--- src/rtl/dio_pkg.sv ---
package dio_pkg;

    localparam int BYTE_W        = 8;
    localparam int ADDR_W        = 4;
    localparam int OUT_BYTES     = 3;
    localparam int IN_BYTES      = 3;
    localparam int COS_BYTES     = 4;
    localparam int OUT_W         = OUT_BYTES * BYTE_W;
    localparam int IN_W          = IN_BYTES * BYTE_W;
    localparam int COS_W         = COS_BYTES * BYTE_W;

    typedef logic [ADDR_W-1:0] ofs_t;
    typedef logic [BYTE_W-1:0] byte_t;

    localparam ofs_t OFS_OUT_BASE  = 4'h0;
    localparam ofs_t OFS_TTL_LATCH = 4'h3;
    localparam ofs_t OFS_IN_BASE   = 4'h4;
    localparam ofs_t OFS_TTL_PINS  = 4'h7;
    localparam ofs_t OFS_COS_BASE  = 4'h8;
    localparam ofs_t OFS_CTRL      = 4'hC;
    localparam ofs_t OFS_RSVD      = 4'hD;
    localparam ofs_t OFS_COS_EN    = 4'hE;
    localparam ofs_t OFS_IRQ_RST   = 4'hF;

    // Control byte, LSB first: buffer enable, output mode, filter lo, filter hi.
    typedef struct packed {
        logic filt_hi;
        logic filt_lo;
        logic ttl_out_mode;
        logic ttl_buf_en;
    } ctrl_t;

    localparam int CTRL_W = $bits(ctrl_t);

    function automatic ctrl_t ctrl_default();
        ctrl_t c;
        c = '0;
        c.ttl_buf_en = 1'b1;
        return c;
    endfunction

    function automatic byte_t ctrl_to_byte(ctrl_t c);
        return {{(BYTE_W-CTRL_W){1'b0}}, c};
    endfunction

    function automatic logic ofs_in_span(ofs_t a, ofs_t base, int count);
        return (int'(a) >= int'(base)) && (int'(a) < int'(base) + count);
    endfunction

endpackage

--- src/rtl/dio_out_bank.sv ---
module dio_out_bank
    import dio_pkg::*;
#(
    parameter int NUM_BYTES = OUT_BYTES,
    parameter int LANE_W    = BYTE_W
) (
    input  logic                          clk,
    input  logic                          rst,
    input  logic [NUM_BYTES-1:0]          byte_we,
    input  logic                          clear,
    input  logic [LANE_W-1:0]             wdata,
    output logic [NUM_BYTES*LANE_W-1:0]   q
);

    for (genvar i = 0; i < NUM_BYTES; i++) begin : g_lane
        logic [LANE_W-1:0] lane_q;

        always_ff @(posedge clk) begin
            if (rst || clear) begin
                lane_q <= '0;
            end else if (byte_we[i]) begin
                lane_q <= wdata;
            end
        end

        assign q[i*LANE_W +: LANE_W] = lane_q;


        lane_load_chk: assert property (@(posedge clk) disable iff (rst)
            (byte_we[i] && !clear) |=> (lane_q == $past(wdata)));
    end


    out_hold_chk: assert property (@(posedge clk) disable iff (rst)
        (!(|byte_we) && !clear) |=> $stable(q));


    soft_clear_chk: assert property (@(posedge clk) disable iff (rst)
        clear |=> (q == '0));

endmodule

--- src/rtl/dio_ctrl_reg.sv ---
module dio_ctrl_reg
    import dio_pkg::*;
(
    input  logic              clk,
    input  logic              rst,
    input  logic              we,
    input  logic              restore,
    input  logic [CTRL_W-1:0] wdata,
    output ctrl_t             ctrl
);

    ctrl_t ctrl_q;

    always_ff @(posedge clk) begin
        if (rst || restore) begin
            ctrl_q <= ctrl_default();
        end else if (we) begin
            ctrl_q <= ctrl_t'(wdata);
        end
    end

    assign ctrl = ctrl_q;


    ctrl_load_chk: assert property (@(posedge clk) disable iff (rst)
        (we && !restore) |=> (ctrl_q == ctrl_t'($past(wdata))));


    ctrl_restore_chk: assert property (@(posedge clk) disable iff (rst)
        restore |=> (ctrl_q == ctrl_default()));


    ctrl_hold_chk: assert property (@(posedge clk) disable iff (rst)
        (!we && !restore) |=> $stable(ctrl_q));

endmodule

--- src/rtl/dio_ttl_port.sv ---
module dio_ttl_port
    import dio_pkg::*;
#(
    parameter int PORT_W = BYTE_W
) (
    input  logic              clk,
    input  logic              rst,
    input  logic              we,
    input  logic [PORT_W-1:0] wdata,
    input  ctrl_t             ctrl,
    output logic [PORT_W-1:0] latch,
    output logic              drive_en
);

    logic [PORT_W-1:0] latch_q;

    always_ff @(posedge clk) begin
        if (rst) begin
            latch_q <= '0;
        end else if (we) begin
            latch_q <= wdata;
        end
    end

    assign latch    = latch_q;
    assign drive_en = ctrl.ttl_buf_en & ctrl.ttl_out_mode;


    ttl_load_chk: assert property (@(posedge clk) disable iff (rst)
        we |=> (latch_q == $past(wdata)));


    ttl_hold_chk: assert property (@(posedge clk) disable iff (rst)
        !we |=> $stable(latch_q));

endmodule

--- src/rtl/dio_read_mux.sv ---
module dio_read_mux
    import dio_pkg::*;
(
    input  logic             rd,
    input  ofs_t             addr,
    input  logic [OUT_W-1:0] out_q,
    input  byte_t            ttl_latch,
    input  logic [IN_W-1:0]  iso_in,
    input  byte_t            ttl_pins,
    input  logic [COS_W-1:0] cos_status,
    input  byte_t            ctrl_byte,
    input  byte_t            cos_enable,
    input  logic             irq_level,
    output byte_t            rdata
);

    byte_t sel;

    always_comb begin
        sel = '0;
        for (int i = 0; i < OUT_BYTES; i++) begin
            if (addr == ofs_t'(int'(OFS_OUT_BASE) + i)) sel = out_q[i*BYTE_W +: BYTE_W];
        end
        for (int i = 0; i < IN_BYTES; i++) begin
            if (addr == ofs_t'(int'(OFS_IN_BASE) + i)) sel = iso_in[i*BYTE_W +: BYTE_W];
        end
        for (int i = 0; i < COS_BYTES; i++) begin
            if (addr == ofs_t'(int'(OFS_COS_BASE) + i)) sel = cos_status[i*BYTE_W +: BYTE_W];
        end
        case (addr)
            OFS_TTL_LATCH: sel = ttl_latch;
            OFS_TTL_PINS:  sel = ttl_pins;
            OFS_CTRL:      sel = ctrl_byte;
            OFS_COS_EN:    sel = cos_enable;
            OFS_IRQ_RST:   sel = {{(BYTE_W-1){1'b0}}, irq_level};
            default:       ;
        endcase
    end

    assign rdata = rd ? sel : '0;

endmodule

--- src/rtl/dio_regbank.sv ---
module dio_regbank
    import dio_pkg::*;
(
    input  logic                clk,
    input  logic                rst,
    input  logic [ADDR_W-1:0]   bus_addr,
    input  logic                bus_wr,
    input  logic                bus_rd,
    input  logic [BYTE_W-1:0]   bus_wdata,
    output logic [BYTE_W-1:0]   bus_rdata,
    output logic [OUT_W-1:0]    out_lines,
    input  logic [IN_W-1:0]     iso_in,
    input  logic [BYTE_W-1:0]   ttl_pin_in,
    output logic [BYTE_W-1:0]   ttl_pin_out,
    output logic                ttl_pin_oe,
    output logic                filt_en_lo,
    output logic                filt_en_hi,
    input  logic [COS_W-1:0]    cos_status,
    input  logic [BYTE_W-1:0]   cos_enable,
    input  logic                irq_level,
    output logic [COS_BYTES-1:0] cos_clr_byte,
    output logic                cos_en_we,
    output logic [BYTE_W-1:0]   cos_wdata,
    output logic                cos_sw_reset
);

    logic [OUT_BYTES-1:0] out_we;
    logic                 ttl_we;
    logic                 ctrl_we;
    logic                 soft_rst;
    ctrl_t                ctrl;
    byte_t                ttl_latch;

    for (genvar i = 0; i < OUT_BYTES; i++) begin : g_out_dec
        assign out_we[i] = bus_wr && (bus_addr == ofs_t'(int'(OFS_OUT_BASE) + i));
    end

    for (genvar k = 0; k < COS_BYTES; k++) begin : g_cos_dec
        assign cos_clr_byte[k] = bus_wr && (bus_addr == ofs_t'(int'(OFS_COS_BASE) + k));
    end

    assign ttl_we       = bus_wr && (bus_addr == OFS_TTL_LATCH);
    assign ctrl_we      = bus_wr && (bus_addr == OFS_CTRL);
    assign soft_rst     = bus_wr && (bus_addr == OFS_IRQ_RST);
    assign cos_en_we    = bus_wr && (bus_addr == OFS_COS_EN);
    assign cos_sw_reset = soft_rst;
    assign cos_wdata    = bus_wdata;

    dio_out_bank #(
        .NUM_BYTES (OUT_BYTES),
        .LANE_W    (BYTE_W)
    ) u_out (
        .clk     (clk),
        .rst     (rst),
        .byte_we (out_we),
        .clear   (soft_rst),
        .wdata   (bus_wdata),
        .q       (out_lines)
    );

    dio_ctrl_reg u_ctrl (
        .clk     (clk),
        .rst     (rst),
        .we      (ctrl_we),
        .restore (soft_rst),
        .wdata   (bus_wdata[CTRL_W-1:0]),
        .ctrl    (ctrl)
    );

    dio_ttl_port #(
        .PORT_W (BYTE_W)
    ) u_ttl (
        .clk      (clk),
        .rst      (rst),
        .we       (ttl_we),
        .wdata    (bus_wdata),
        .ctrl     (ctrl),
        .latch    (ttl_latch),
        .drive_en (ttl_pin_oe)
    );

    assign ttl_pin_out = ttl_latch;
    assign filt_en_lo  = ctrl.filt_lo;
    assign filt_en_hi  = ctrl.filt_hi;

    dio_read_mux u_rmux (
        .rd         (bus_rd),
        .addr       (bus_addr),
        .out_q      (out_lines),
        .ttl_latch  (ttl_latch),
        .iso_in     (iso_in),
        .ttl_pins   (ttl_pin_in),
        .cos_status (cos_status),
        .ctrl_byte  (ctrl_to_byte(ctrl)),
        .cos_enable (cos_enable),
        .irq_level  (irq_level),
        .rdata      (bus_rdata)
    );


    reset_state_chk: assert property (@(posedge clk)
        rst |=> (out_lines == '0 && ttl_pin_out == '0 && !ttl_pin_oe && !filt_en_lo && !filt_en_hi));


    oe_rise_chk: assert property (@(posedge clk) disable iff (rst)
        $rose(ttl_pin_oe) |-> $past(bus_wr && bus_addr == OFS_CTRL));


    clr_onehot_chk: assert property (@(posedge clk) disable iff (rst)
        $onehot0(cos_clr_byte));


    clr_needs_wr_chk: assert property (@(posedge clk) disable iff (rst)
        (cos_clr_byte != '0) |-> bus_wr);


    rsvd_zero_chk: assert property (@(posedge clk) disable iff (rst)
        (bus_rd && bus_addr == OFS_RSVD) |-> (bus_rdata == '0));


    idle_zero_chk: assert property (@(posedge clk) disable iff (rst)
        !bus_rd |-> (bus_rdata == '0));

endmodule

--- config.mk ---
export PLATFORM = sky130hd
export DESIGN_NAME = dio_regbank
export DESIGN_NICKNAME = d
export VERILOG_FILES = /design/src/rtl/dio_pkg.sv /design/src/rtl/dio_out_bank.sv /design/src/rtl/dio_ctrl_reg.sv /design/src/rtl/dio_ttl_port.sv /design/src/rtl/dio_read_mux.sv /design/src/rtl/dio_regbank.sv
export SDC_FILE = /design/constraint.sdc
export NUM_CORES = 1
export LEC_CHECK = 0
export BUFFER_PORTS_ARGS = -buffer_cell sky130_fd_sc_hd__clkbuf_2
export CORE_ASPECT_RATIO = 1.2
export CORE_MARGIN = 1
export CORE_UTILIZATION = 45
export DETAILED_ROUTE_END_ITERATION = 7
export PLACE_DENSITY_LB_ADDON = 0.2
export SETUP_SLACK_MARGIN = 0.15
export SLEW_MARGIN = 10
export SYNTH_ARGS = -nofsm -noshare
export SYNTH_HDL_FRONTEND = slang
export SYNTH_SLANG_ARGS = --single-unit
export TNS_END_PERCENT = 50
--- constraint.sdc ---
create_clock -name clk -period 3.1 [get_ports clk]
set_input_delay 0.62 -clock clk [delete_from_list [all_inputs] [get_ports clk]]
set_output_delay 0.62 -clock clk [all_outputs]
set_load 0.02 [all_outputs]
==> flow_metrics.env <==
export IMPL_finalSetupTns_ns=0
export IMPL_fin_crit_ns=2.88
export IMPL_num_vias=3354
export IMPL_hold_path_class="flip-flop to flip-flop"
export IMPL_ios=146
export IMPL_track_usage_pct=28.2
export IMPL_drc_errors=0
export IMPL_std_cell_rows=32
export IMPL_core_um2=6410
export IMPL_dp_slack_ns=0.207
export IMPL_rr_worst_depth=2
export IMPL_ant_nets=0
export IMPL_hold_end="u_ctrl.ctrl[0]"
export IMPL_yosysTopAreaCellShare_pct=24.3
export IMPL_timing_rr_start="u_out.g_lane[0].lane_q[5]"
export IMPL_cp_arrival_ns=2.26
export IMPL_root_buffer="clkbuf_8"
export IMPL_grt_pass1_wl_um=15700
export IMPL_cts_buffers=5
export IMPL_num_antenna_cells=0
export IMPL_hold_violations=0
export IMPL_finClkSkew_ns=0
export IMPL_worstHoldPathCells=1
export IMPL_final_common_cell="clkbuf_2"
export IMPL_grt_pass1_vias=3156
export IMPL_max_cap_viol_count=0
export IMPL_setup_slack_ns=0.219
export IMPL_crit_fanout=13
export IMPL_worstPathRequired_ns=2.48
export IMPL_p_per_area_nw_per_um2=307
export IMPL_grt_setup_unrepaired="true"
export IMPL_fp_dieH_um=90.9
export IMPL_drv_slew=0
export IMPL_slew_headroom_pct=72.1
export IMPL_start_util_pct=46.3
export IMPL_syn_area_um2=2970
export IMPL_r2r_end="u_out.g_lane[0].lane_q[5]"
export IMPL_drive_above_1_share_pct=38.9
export IMPL_fin_crit_sh_pct=92.9
export IMPL_power_leakage_nw=1.98
export IMPL_worst_setup_path_start_kind="input port"
export IMPL_peakVddDrop_mv=0.362
export IMPL_min_from="u_ctrl.ctrl[0]"
export IMPL_nets=580
export IMPL_clk_latency_ns=0.28
export IMPL_gp_congestion=0.894
export IMPL_synth_top_area_cell="dfxtp_1"
export IMPL_die_area_um2=6920
export IMPL_synth_net_count=449
export IMPL_tritoncts="built"
export IMPL_postSynthCellCount=360
export IMPL_drt_iter0_markers=215
export IMPL_synth_distinct_cells=66
export IMPL_io_buffers=145
export IMPL_status="completed"
export IMPL_yosys_top_cells_area="dfxtp_1 24%, mux2i_1 14%, nor2_1 6.3%, buf_4 3.5%, buf_2 2.9%"
export IMPL_worst_slew_pin_slew_ns=0.417
export IMPL_reg2reg_slack_ns=2.41
export IMPL_ys_seq_area_share_pct=24.3
export IMPL_cts_sinks=36
export IMPL_fmax_mhz=347
export IMPL_syn_area_per_cell_um2=8.24
export IMPL_grt_max_degree=37
export IMPL_areaGrowthSynthToFinish_pct=29.0
export IMPL_viasPerCell=5.82
export IMPL_clockBufferDepth=2
export IMPL_synth_seq_cells=36
export IMPL_wire_per_inst_um=17.2
export IMPL_layout_common_cells="142 x clkbuf_2, 50 x nor2_1, 41 x mux2i_1"
export IMPL_antenna_found_initial=0
export IMPL_dpl_hpwl_um=7590
export IMPL_h_tree_depth=2
export IMPL_dr_pass1_iters=5
export IMPL_path_clk_slew_ns=0.07
export IMPL_synth_edf_count=0
export IMPL_setup_viol=0
export IMPL_die_w_um=76.1
export IMPL_ys_flop_type="dfxtp_1"
export IMPL_yosysWarningCount=0
export IMPL_worstSetupPathType="input port to primary output"
export IMPL_grt_ovfl_total=0
export IMPL_crit_path_end_kind="primary output"
export IMPL_synthArstFlopShare_pct=0
export IMPL_wl_um=9910
## metrics by stage
stage	power [mW]	util (%)	cell area, um^2	cells	hold WS, ns
6_report	1.17	59.7	3830	576	0.519
5_1_grt	1.23	59.7	3830	576	0.549
4_1_cts	1.17	59.2	3790	574	0.520
3_5_place_dp	0.826	57.7	3700	567	0.503
3_3_place_gp	0.824	57.7	3700	567	0.500
2_1_floorplan	0.702	-	2970	360	0.452
## cell usage after synthesis, types with 6 or more instances
cell / number
nor3_1: 6
a21oi_1: 11
nor3b_1: 7
o22ai_1: 6
nor2b_1: 10
mux2_2: 7
buf_2: 17
mux2i_1: 41
o21ai_0: 14
a32oi_1: 8
buf_4: 14
dfxtp_1: 36
nand2_1: 11
nor2_1: 50
inv_1: 6
## routing by layer
metal | wire length, um | GRT usage (%) | vias to the layer above
li1 | - | - | 1595
met1 | 4260 | 37.6 | 1578
met2 | 4820 | 46.9 | 159
met3 | 616 | 3.02 | 22
met4 | 205 | 9.78 | 0
met5 | 0 | 0 | -
## where the power goes
group / leakage (nW) / switching [mW] / internal (mW) / total (mW)
clock: 0.0503 / 0.150 / 0.198 / 0.348
sequential: 0.291 / 0.00560 / 0.468 / 0.474
combinational: 1.64 / 0.199 / 0.152 / 0.351
total: 1.98 / 0.355 / 0.818 / 1.17
## worst max-delay path: stages
cell and delay [ns]:
clkbuf_2 0.20, buf_4 0.23, nor3b_2 0.19, buf_4 0.17
a32o_1 0.13, a22oi_1 0.08, a221oi_1 0.39, clkbuf_2 0.24
## cells by family after synthesis
kind of cell / Yosys count / share of synthesized area [%]
AOI/OAI and AO/OA: 101 / 25.0
buffers and inverters: 47 / 9.70
DFF: 36 / 24.3
muxes: 51 / 17.6
and+or+nand+nor: 125 / 23.4
## worst max-delay path by stage
| stage | startpoint | end | cells past startpoint |
|---|---|---|---|
| 2_1_floorplan | bus_addr[2] | bus_rdata[6] | 6 |
| 3_3_place_gp | bus_addr[3] | bus_rdata[3] | 6 |
| 3_5_place_dp | bus_addr[3] | bus_rdata[3] | 6 |
| 4_1_cts | bus_addr[3] | bus_rdata[3] | 6 |
| 5_1_grt | bus_addr[0] | bus_rdata[7] | 7 |
| 6_report | bus_addr[2] | bus_rdata[7] | 8 |
## sequential cells by signal (all words and copies together) (netlist names)
register	flops
u_ttl.latch	8
u_ctrl.ctrl	4
u_out.g_lane.lane_q	24
## area by class of cell
class / count / area (um^2)
Clock buffer: 7 / 96.3
Fill cell: 625 / 2580
Tap cell: 85 / 106
Sequential cell: 36 / 721
Inverter: 8 / 30.0
Multi-Input combinational cell: 277 / 1960
Timing Repair Buffer: 163 / 913
## repair_timing
item | in CTS | in global routing
gates resized for setup | 0 | 9
hold buffers | 0 | 0
endpoints found under the setup margin | 0 | 4
buffers inserted | 0 | 2
(Power assumes the default switching activity.)
